**src/rtl/adc_pipe_pkg.sv**
```systemverilog
package adc_pipe_pkg;

   // Bit offset at which stage k is added into the sum (stage 0 highest).
   function automatic int stage_shift(input int step, input int n_stages, input int k);
      return step * (n_stages - 1 - k);
   endfunction

   // Rising edge (counted from stage 0 capture) at which all codes meet.
   function automatic int align_point(input int n_stages);
      return (n_stages - 1) / 2 + 1;
   endfunction

   // Rising-edge registers needed after capture for stage k.
   // Even stages are captured on a rising edge, odd stages on a falling one.
   function automatic int align_depth(input int n_stages, input int k);
      if ((k % 2) == 0)
         return align_point(n_stages) - (k / 2) + 1;
      else
         return align_point(n_stages) - ((k - 1) / 2);
   endfunction

   // Mid-scale offset removed from every stage below the first.
   function automatic int bias_total(input int step, input int n_stages);
      int acc;
      acc = 0;
      for (int k = 1; k < n_stages; k++)
         acc += (1 << (step - 1)) << stage_shift(step, n_stages, k);
      return acc;
   endfunction

endpackage

```
**src/rtl/adc_stage_align.sv**
```systemverilog
module adc_stage_align
   import adc_pipe_pkg::*;
#(
   parameter int CODE_W      = 4,
   parameter bit NEG_CAPTURE = 1'b0,
   parameter int DEPTH       = 1
) (
   input  logic              clk,
   input  logic              rst,
   input  logic [CODE_W-1:0] in_code,
   input  logic              in_vld,
   output logic [CODE_W-1:0] out_code,
   output logic              out_vld
);

   generate
      if (DEPTH < 1) begin : g_bad_depth
         $error("adc_stage_align: DEPTH must be at least 1");
      end
      if (CODE_W < 2) begin : g_bad_width
         $error("adc_stage_align: CODE_W must be at least 2");
      end
   endgenerate

   logic [CODE_W-1:0] head_code;
   logic              head_vld;

   // Capture variant: odd stages settle half a period later and are
   // taken on the falling edge before joining the rising-edge chain.
   generate
      if (NEG_CAPTURE) begin : g_neg
         logic [CODE_W-1:0] neg_code;
         logic              neg_vld;
         always_ff @(negedge clk) begin
            if (rst) begin
               neg_code <= '0;
               neg_vld  <= 1'b0;
            end else begin
               neg_code <= in_code;
               neg_vld  <= in_vld;
            end
         end
         assign head_code = neg_code;
         assign head_vld  = neg_vld;
      end else begin : g_pos
         assign head_code = in_code;
         assign head_vld  = in_vld;
      end
   endgenerate

   logic [DEPTH-1:0][CODE_W-1:0] chain_code;
   logic [DEPTH-1:0]             chain_vld;

   always_ff @(posedge clk) begin
      if (rst) begin
         chain_code <= '0;
         chain_vld  <= '0;
      end else begin
         for (int j = 0; j < DEPTH; j++) begin
            if (j == 0) begin
               chain_vld[0] <= head_vld;
               if (head_vld)
                  chain_code[0] <= head_code;
            end else begin
               chain_vld[j]  <= chain_vld[j-1];
               chain_code[j] <= chain_code[j-1];
            end
         end
      end
   end

   assign out_code = chain_code[DEPTH-1];
   assign out_vld  = chain_vld[DEPTH-1];

   // a qualified code leaves the delay line exactly DEPTH rising edges
   // after it entered the rising-edge chain.
   a_r2_align_depth: assert property (@(posedge clk) disable iff (rst)
      out_vld |-> $past(head_vld, DEPTH))
      else $error("a_r2_align_depth: output valid without matching input");

endmodule

```
**src/rtl/adc_overlap_sum.sv**
```systemverilog
module adc_overlap_sum
   import adc_pipe_pkg::*;
#(
   parameter int N_STAGES = 4,
   parameter int CODE_W   = 4,
   parameter int STEP     = 3,
   parameter int SUM_W    = 15
) (
   input  logic [N_STAGES*CODE_W-1:0] codes,
   output logic signed [SUM_W-1:0]    sum
);

   localparam int MAX_MAG = CODE_W + STEP * (N_STAGES - 1);
   localparam logic [SUM_W-1:0] BIAS_V = SUM_W'(bias_total(STEP, N_STAGES));

   generate
      if (STEP >= CODE_W) begin : g_no_redundancy
         $error("adc_overlap_sum: STEP must leave at least one redundant bit");
      end
      if (SUM_W < MAX_MAG + 2) begin : g_narrow_sum
         $error("adc_overlap_sum: SUM_W too small for the weighted sum");
      end
   endgenerate

   // Running partial sums; element 0 starts at minus the total bias.
   logic [N_STAGES:0][SUM_W-1:0] part;

   assign part[0] = -BIAS_V;

   generate
      for (genvar k = 0; k < N_STAGES; k++) begin : g_term
         localparam int SHIFT = stage_shift(STEP, N_STAGES, k);
         logic [SUM_W-1:0] term;
         assign term        = SUM_W'(codes[k*CODE_W +: CODE_W]) << SHIFT;
         assign part[k+1]   = part[k] + term;
      end
   endgenerate

   assign sum = signed'(part[N_STAGES]);

endmodule

```
**src/rtl/adc_sat.sv**
```systemverilog
module adc_sat #(
   parameter int IN_W  = 15,
   parameter int OUT_W = 12
) (
   input  logic signed [IN_W-1:0] din,
   output logic [OUT_W-1:0]       dout
);

   generate
      if (IN_W < OUT_W + 1) begin : g_bad_width
         $error("adc_sat: IN_W must exceed OUT_W by at least one sign bit");
      end
   endgenerate

   logic above;

   // Variant: with no headroom bits between the sign and the output field,
   // a non-negative input can never exceed the range.
   generate
      if (IN_W > OUT_W + 1) begin : g_headroom
         assign above = |din[IN_W-2:OUT_W];
      end else begin : g_flush
         assign above = 1'b0;
      end
   endgenerate

   always_comb begin
      if (din[IN_W-1])
         dout = '0;
      else if (above)
         dout = '1;
      else
         dout = din[OUT_W-1:0];
   end

endmodule

```
**src/rtl/adc_pipe_backend.sv**
```systemverilog
module adc_pipe_backend
   import adc_pipe_pkg::*;
#(
   parameter int N_STAGES = 4,
   parameter int CODE_W   = 4,
   parameter int STEP     = 3,
   parameter int OUT_W    = 12
) (
   input  logic                       clk,
   input  logic                       rst,
   input  logic [N_STAGES*CODE_W-1:0] stage_code,
   input  logic [N_STAGES-1:0]        stage_valid,
   output logic [OUT_W-1:0]           word_out,
   output logic                       word_valid
);

   localparam int SUM_W    = CODE_W + STEP * (N_STAGES - 1) + 2;
   localparam int ALIGN_AT = align_point(N_STAGES);
   localparam int LATENCY  = ALIGN_AT + 1;

   generate
      if (N_STAGES < 2 || N_STAGES > 8) begin : g_bad_stages
         $error("adc_pipe_backend: N_STAGES must be 2..8");
      end
      if (OUT_W != STEP * N_STAGES) begin : g_bad_out
         $error("adc_pipe_backend: OUT_W must equal STEP*N_STAGES");
      end
   endgenerate

   logic [N_STAGES*CODE_W-1:0] aligned_code;
   logic [N_STAGES-1:0]        aligned_vld;

   generate
      for (genvar k = 0; k < N_STAGES; k++) begin : g_stage
         adc_stage_align #(
            .CODE_W      (CODE_W),
            .NEG_CAPTURE ((k % 2) == 1),
            .DEPTH       (align_depth(N_STAGES, k))
         ) u_align (
            .clk      (clk),
            .rst      (rst),
            .in_code  (stage_code[k*CODE_W +: CODE_W]),
            .in_vld   (stage_valid[k]),
            .out_code (aligned_code[k*CODE_W +: CODE_W]),
            .out_vld  (aligned_vld[k])
         );
      end
   endgenerate

   logic signed [SUM_W-1:0] raw_sum;
   logic [OUT_W-1:0]        clamped;

   adc_overlap_sum #(
      .N_STAGES (N_STAGES),
      .CODE_W   (CODE_W),
      .STEP     (STEP),
      .SUM_W    (SUM_W)
   ) u_sum (
      .codes (aligned_code),
      .sum   (raw_sum)
   );

   adc_sat #(
      .IN_W  (SUM_W),
      .OUT_W (OUT_W)
   ) u_sat (
      .din  (raw_sum),
      .dout (clamped)
   );

   logic complete;
   assign complete = &aligned_vld;

   // Output latch: update only on a fully qualified sample.
   always_ff @(posedge clk) begin
      if (rst) begin
         word_out   <= '0;
         word_valid <= 1'b0;
      end else begin
         word_valid <= complete;
         if (complete)
            word_out <= clamped;
      end
   end

   // the cycle reset is released, the output is clear.
   a_r1_reset_state: assert property (@(posedge clk) disable iff (rst)
      $fell(rst) |-> (!word_valid && word_out == '0))
      else $error("a_r1_reset_state: output not cleared by reset");

   // without a complete sample the word is held.
   a_r7_hold_idle: assert property (@(posedge clk) disable iff (rst)
      !word_valid |-> $stable(word_out))
      else $error("a_r7_hold_idle: word changed without a valid sample");

   // an output word implies the rising-edge stages of that sample were
   // qualified, LATENCY+1-k/2 edges back for even stage k.
   generate
      for (genvar k = 0; k < N_STAGES; k += 2) begin : g_chk
         a_r6_stage_qualified: assert property (@(posedge clk) disable iff (rst)
            word_valid |-> $past(stage_valid[k], LATENCY + 1 - k / 2))
            else $error("a_r6_stage_qualified: word from unqualified stage %0d", k);
      end
   endgenerate

endmodule

```
**config.mk**
```make
export PLATFORM = sky130hd
export DESIGN_NAME = adc_pipe_backend
export DESIGN_NICKNAME = d
export VERILOG_FILES = /design/src/rtl/adc_pipe_pkg.sv /design/src/rtl/adc_stage_align.sv /design/src/rtl/adc_overlap_sum.sv /design/src/rtl/adc_sat.sv /design/src/rtl/adc_pipe_backend.sv
export SDC_FILE = /design/constraint.sdc
export NUM_CORES = 1
export LEC_CHECK = 0
export ABC_AREA = 0
export BUFFER_PORTS_ARGS = -buffer_cell sky130_fd_sc_hd__buf_2
export CORE_MARGIN = 2
export CORE_UTILIZATION = 55
export CTS_CLUSTER_DIAMETER = 50
export CTS_CLUSTER_SIZE = 25
export DETAILED_ROUTE_END_ITERATION = 8
export PLACE_DENSITY = 0.86
export REMOVE_ABC_BUFFERS = 1
export SYNTH_ARGS = -nofsm -noshare
export SYNTH_HDL_FRONTEND = slang
export SYNTH_SLANG_ARGS = --single-unit
```
**constraint.sdc**
```tcl
create_clock -name clk -period 5.55 [get_ports clk]
set_clock_uncertainty 0.05 [all_clocks]
set_input_delay 1.11 -clock clk [delete_from_list [all_inputs] [get_ports clk]]
set_output_delay 1.11 -clock clk [all_outputs]
set_load 0.01 [all_outputs]
```
# == Word level (Yosys, flattened, before mapping) ==
# Cells that the tools add are included.
# classes
n_addsub,4
n_mux,2
n_reduce_logical,2
# op_table
cell,n
two-way mux 12 bit,2
adder 10 x 14 -> 15 bit (first input constant),1
adder 15 x 10 -> 15 bit,1
adder 15 x 4 -> 15 bit,1
adder 15 x 7 -> 15 bit,1
AND reduction 4 bit,1
OR reduction 2 bit,1
# word_totals
reg_bits,63
inputBits,22
output_inout_bits,13
wordCells,26

# == Logic depth before layout (Yosys ltp) ==
# depth
depth_word,7
mapped_depth,13

# == Modules after synthesis ==
# Synthesis repeated with hierarchy kept, for this count alone.
# unflattened
cells_unflattened,285
area_unflattened_um2,2849.0
# modules_own_cells
module,instances,cells_per_inst,area_per_inst_um2,seq_area_each_um2
adc_pipe_backend,1,55,586.8,260.2
adc_stage_align at g_stage[1].u_align,1,41,498.0,300.3
adc_stage_align at g_stage[0].u_align,1,40,494.2,300.3
adc_overlap_sum,1,65,489.2,0.0
adc_stage_align at g_stage[2].u_align,1,30,339.1,200.2
adc_stage_align at g_stage[3].u_align,1,27,312.8,200.2
adc_sat,1,27,128.9,0.0

==> results.ini <==
[worst_setup_path]
required_ps=2950
crit_slowest_cell=buf_2
critPathKind=primary input to flip-flop
critPathLaunchType=primary input
path_depth=2
worstPathArrival_ps=1740
reg2reg_depth=2
crit_path_cell_trace=buf_2 -> nor2b_1
cp_max_fo=38
r2r_setup_slack_ps=1790
max_stage_delay_ps=500
critPathBufInv=1
r2r_start=g_stage[3].u_align.g_neg.neg_vld$_SDFF_NP0_
reg2reg_to=g_stage[3].u_align.out_code[2]$_SDFFE_PP0P_
end_kind=flip-flop
path_delay_family=buffers and inverters

[final_layout]
syn_to_final_growth_pct=15.91
nNetsFinal=329
layout_commonest_cell=dfxtp_1
drive_above_1_share_pct=17.73
fillCellCount=355
antenna-diode-count=0
final_cell_mix=63 x dfxtp_1, 34 x nor2b_1, 34 x buf_2, 31 x inv_1, 22 x nor2_1
design_area_um2=2861

[run]
cap_violations=0

[routing]
drcViolationCount=0
viasPerCell=5.006
vias=1757
ant_nets=0
drtPass1Iterations=4
drt_iter0_markers=81
wire_per_inst_um=11.64
drt_wl_total_mm=4.085

[global_routing]
antenna_found_initial=0
grt_first_pass_wirelength_mm=6.686
grt_overflow=0
grt_pass1_vias=1655
grtUsageTotal_pct=17.41
grt_max_degree=39

[power]
irDropWorstVdd_mv=0.2132
power.share.switching_pct=24.49
p_comb_share_pct=6.4
p_total_mw=0.9090
p_per_area_nw_per_um2=317.7
pwr-share-clk_pct=41.4
power_leakage_nw=1.294
p_switching_mw=0.2226
intPower_mw=0.6864
seqPwrFrac_pct=52.2

[logic_synthesis]
synth_top_family_by_area=simple AND/OR/NAND/NOR gates
synthMuxAreaShare_pct=6.488
netlist_instances=253
synth_cell_types=31
synth-seq-area-share_pct=51.09
netlist_top_cells_area=dfxtp_1 51%, nor2b_1 8.6%, mux2i_1 6.5%, ha_1 6.1%, nor2_1 3.3%
synthAdderAreaFrac_pct=6.893
synth_compound_area_share_pct=10.19
synthSimpleGateAreaFrac_pct=17.03
syn_area_per_cell_um2=9.757
yosys_warnings=0
synth-seq-cells=63
yosysTopAreaCell=dfxtp_1
synth_xor_area_share_pct=2.484
synth_top_area_share_pct=51.09
synth_area_um2=2469

[sta]
final-hold-violation-count=0
tns_ps=0
slew_viol_final=0
rsz0062_at_grt=no
setup_violations=0
worst_pin_slew_ps=648.9
timing.slew.headroom_pct=56.74

[die]
initial_utilization_pct=57.09
ios=35
rows=24
die-area_um2=5040
dieHeight_um=71.00
die_w_um=71.00
core_area_um2=4324

[clock_tree]
cts_tree=built
clock_latency_ps=380
post_cts_buffers=0
cts-buffers-inserted=9
cts_sinks=63
htreeDepth=3
clock_path_buffers=2
cts_resized=0
cts_root_buffer=clkbuf_8
ctsHoldBuffers=0
clkTransAtPathRegs_ps=60

[place]
placed_area_um2=2654
gp_congestion=0.8366
dpl.hpwl_mm=2.868
port_buffers=34

[worst_hold_path]
hold_class=flip-flop to flip-flop
holdPathStages=1
min_to=g_stage[2].u_align.chain_vld[1]$_SDFF_PP0_
hp-start=g_stage[2].u_align.chain_vld[0]$_SDFF_PP0_

[outcome]
status=finished, final reports clean

cell type report:
cell class,instances,area [um^2],area share (%)
clock inverter,17,87.58,3.061
clock buffer,9,123.9,4.329
timing repair buffer,36,185.2,6.471
sequential,63,1261,44.08
tap,52,65.06,2.274
inverter,20,75.07,2.624
multi-input combinational,154,1064,37.17
flip-flops by register name, indices dropped and copies added, names as in the netlist:
name and flops:
g_stage.u_align.chain_code 16, g_stage.u_align.out_code 16, word_out 12, g_stage.u_align.g_neg.neg_code 8, g_stage.u_align.chain_vld 7, g_stage.u_align.g_neg.neg_vld 2, g_stage.u_align.out_vld 1, word_valid 1
per-layer routing:
layer | up-vias | track usage [%] | part of all wire, %
li1 | 915 | - | -
met1 | 785 | 17.69 | 45
met2 | 45 | 29.70 | 46
met3 | 12 | 7.835 | 5.9
met4 | 0 | 9.644 | 2.4
met5 | - | 0 | 0
power by group through the flow:
stage / Combinational [mW] / Clock (mW) / Sequential, mW
6_report: 0.0579 / 0.377 / 0.474
5_1_grt: 0.0648 / 0.410 / 0.476
4_1_cts: 0.0580 / 0.384 / 0.475
3_5_place_dp: 0.0576 / 0.0122 / 0.484
3_3_place_gp: 0.0544 / 0.0122 / 0.483
2_1_floorplan: 0.0364 / 0.0122 / 0.482
how the worst max path moves through the flow:
stage | startpoint | to | slack (ps)
finish | rst | g_stage[3].u_align.g_neg.neg_code[1]$_SDFF_NP0_ | 1210
global placement | rst | g_stage[3].u_align.g_neg.neg_code[0]$_SDFF_NP0_ | 870
global route | rst | g_stage[3].u_align.g_neg.neg_code[1]$_SDFF_NP0_ | 1150
floorplan | stage_code[4] | g_stage[1].u_align.g_neg.neg_code[0]$_SDFF_NP0_ | 1400
detailed placement | rst | g_stage[3].u_align.g_neg.neg_code[1]$_SDFF_NP0_ | 820
CTS | rst | g_stage[3].u_align.g_neg.neg_code[1]$_SDFF_NP0_ | 1210
Yosys cell counts, drive strengths merged:
cell / instances
xor2: 1
nand3: 2
and2: 1
nor2: 22
o2111ai: 1
nor2b: 35
inv: 21
a2111o: 1
o21ai: 4
ha: 12
and3: 1
nand2b: 1
mux2i: 16
fa: 1
dfxtp: 63
xnor2: 6
a31oi: 4
buf: 2
clkbuf: 13
a221oi: 8
nor3b: 1
nand3b: 1
nand4b: 1
a311oi: 1
a21oi: 14
a21o: 5
nand2: 14
nand4: 1
cells by family (layout without fill, tap and decap cells):
kind of cell,Yosys count,after routing
and+or+nand+nor,80,80
DFF,63,63
AOI/OAI and AO/OA,38,38
buffers and inverters,36,82
muxes,16,16
adders and majority gates,13,13
xor gates and xnor gates,7,7
through the flow:
step                      utilization, %  setup slack (ps)  cells  hold WS, ps
after floorplan                        -              1401    238        363.8
after global placement             61.37             866.6    326        367.9
after detailed placement           61.37             820.4    326        375.5
after CTS                          66.17              1210    351        392.7
after global routing               66.17              1152    351        407.9
final                              66.17              1209    351        389.3
Power figures use the tool's default switching activity.
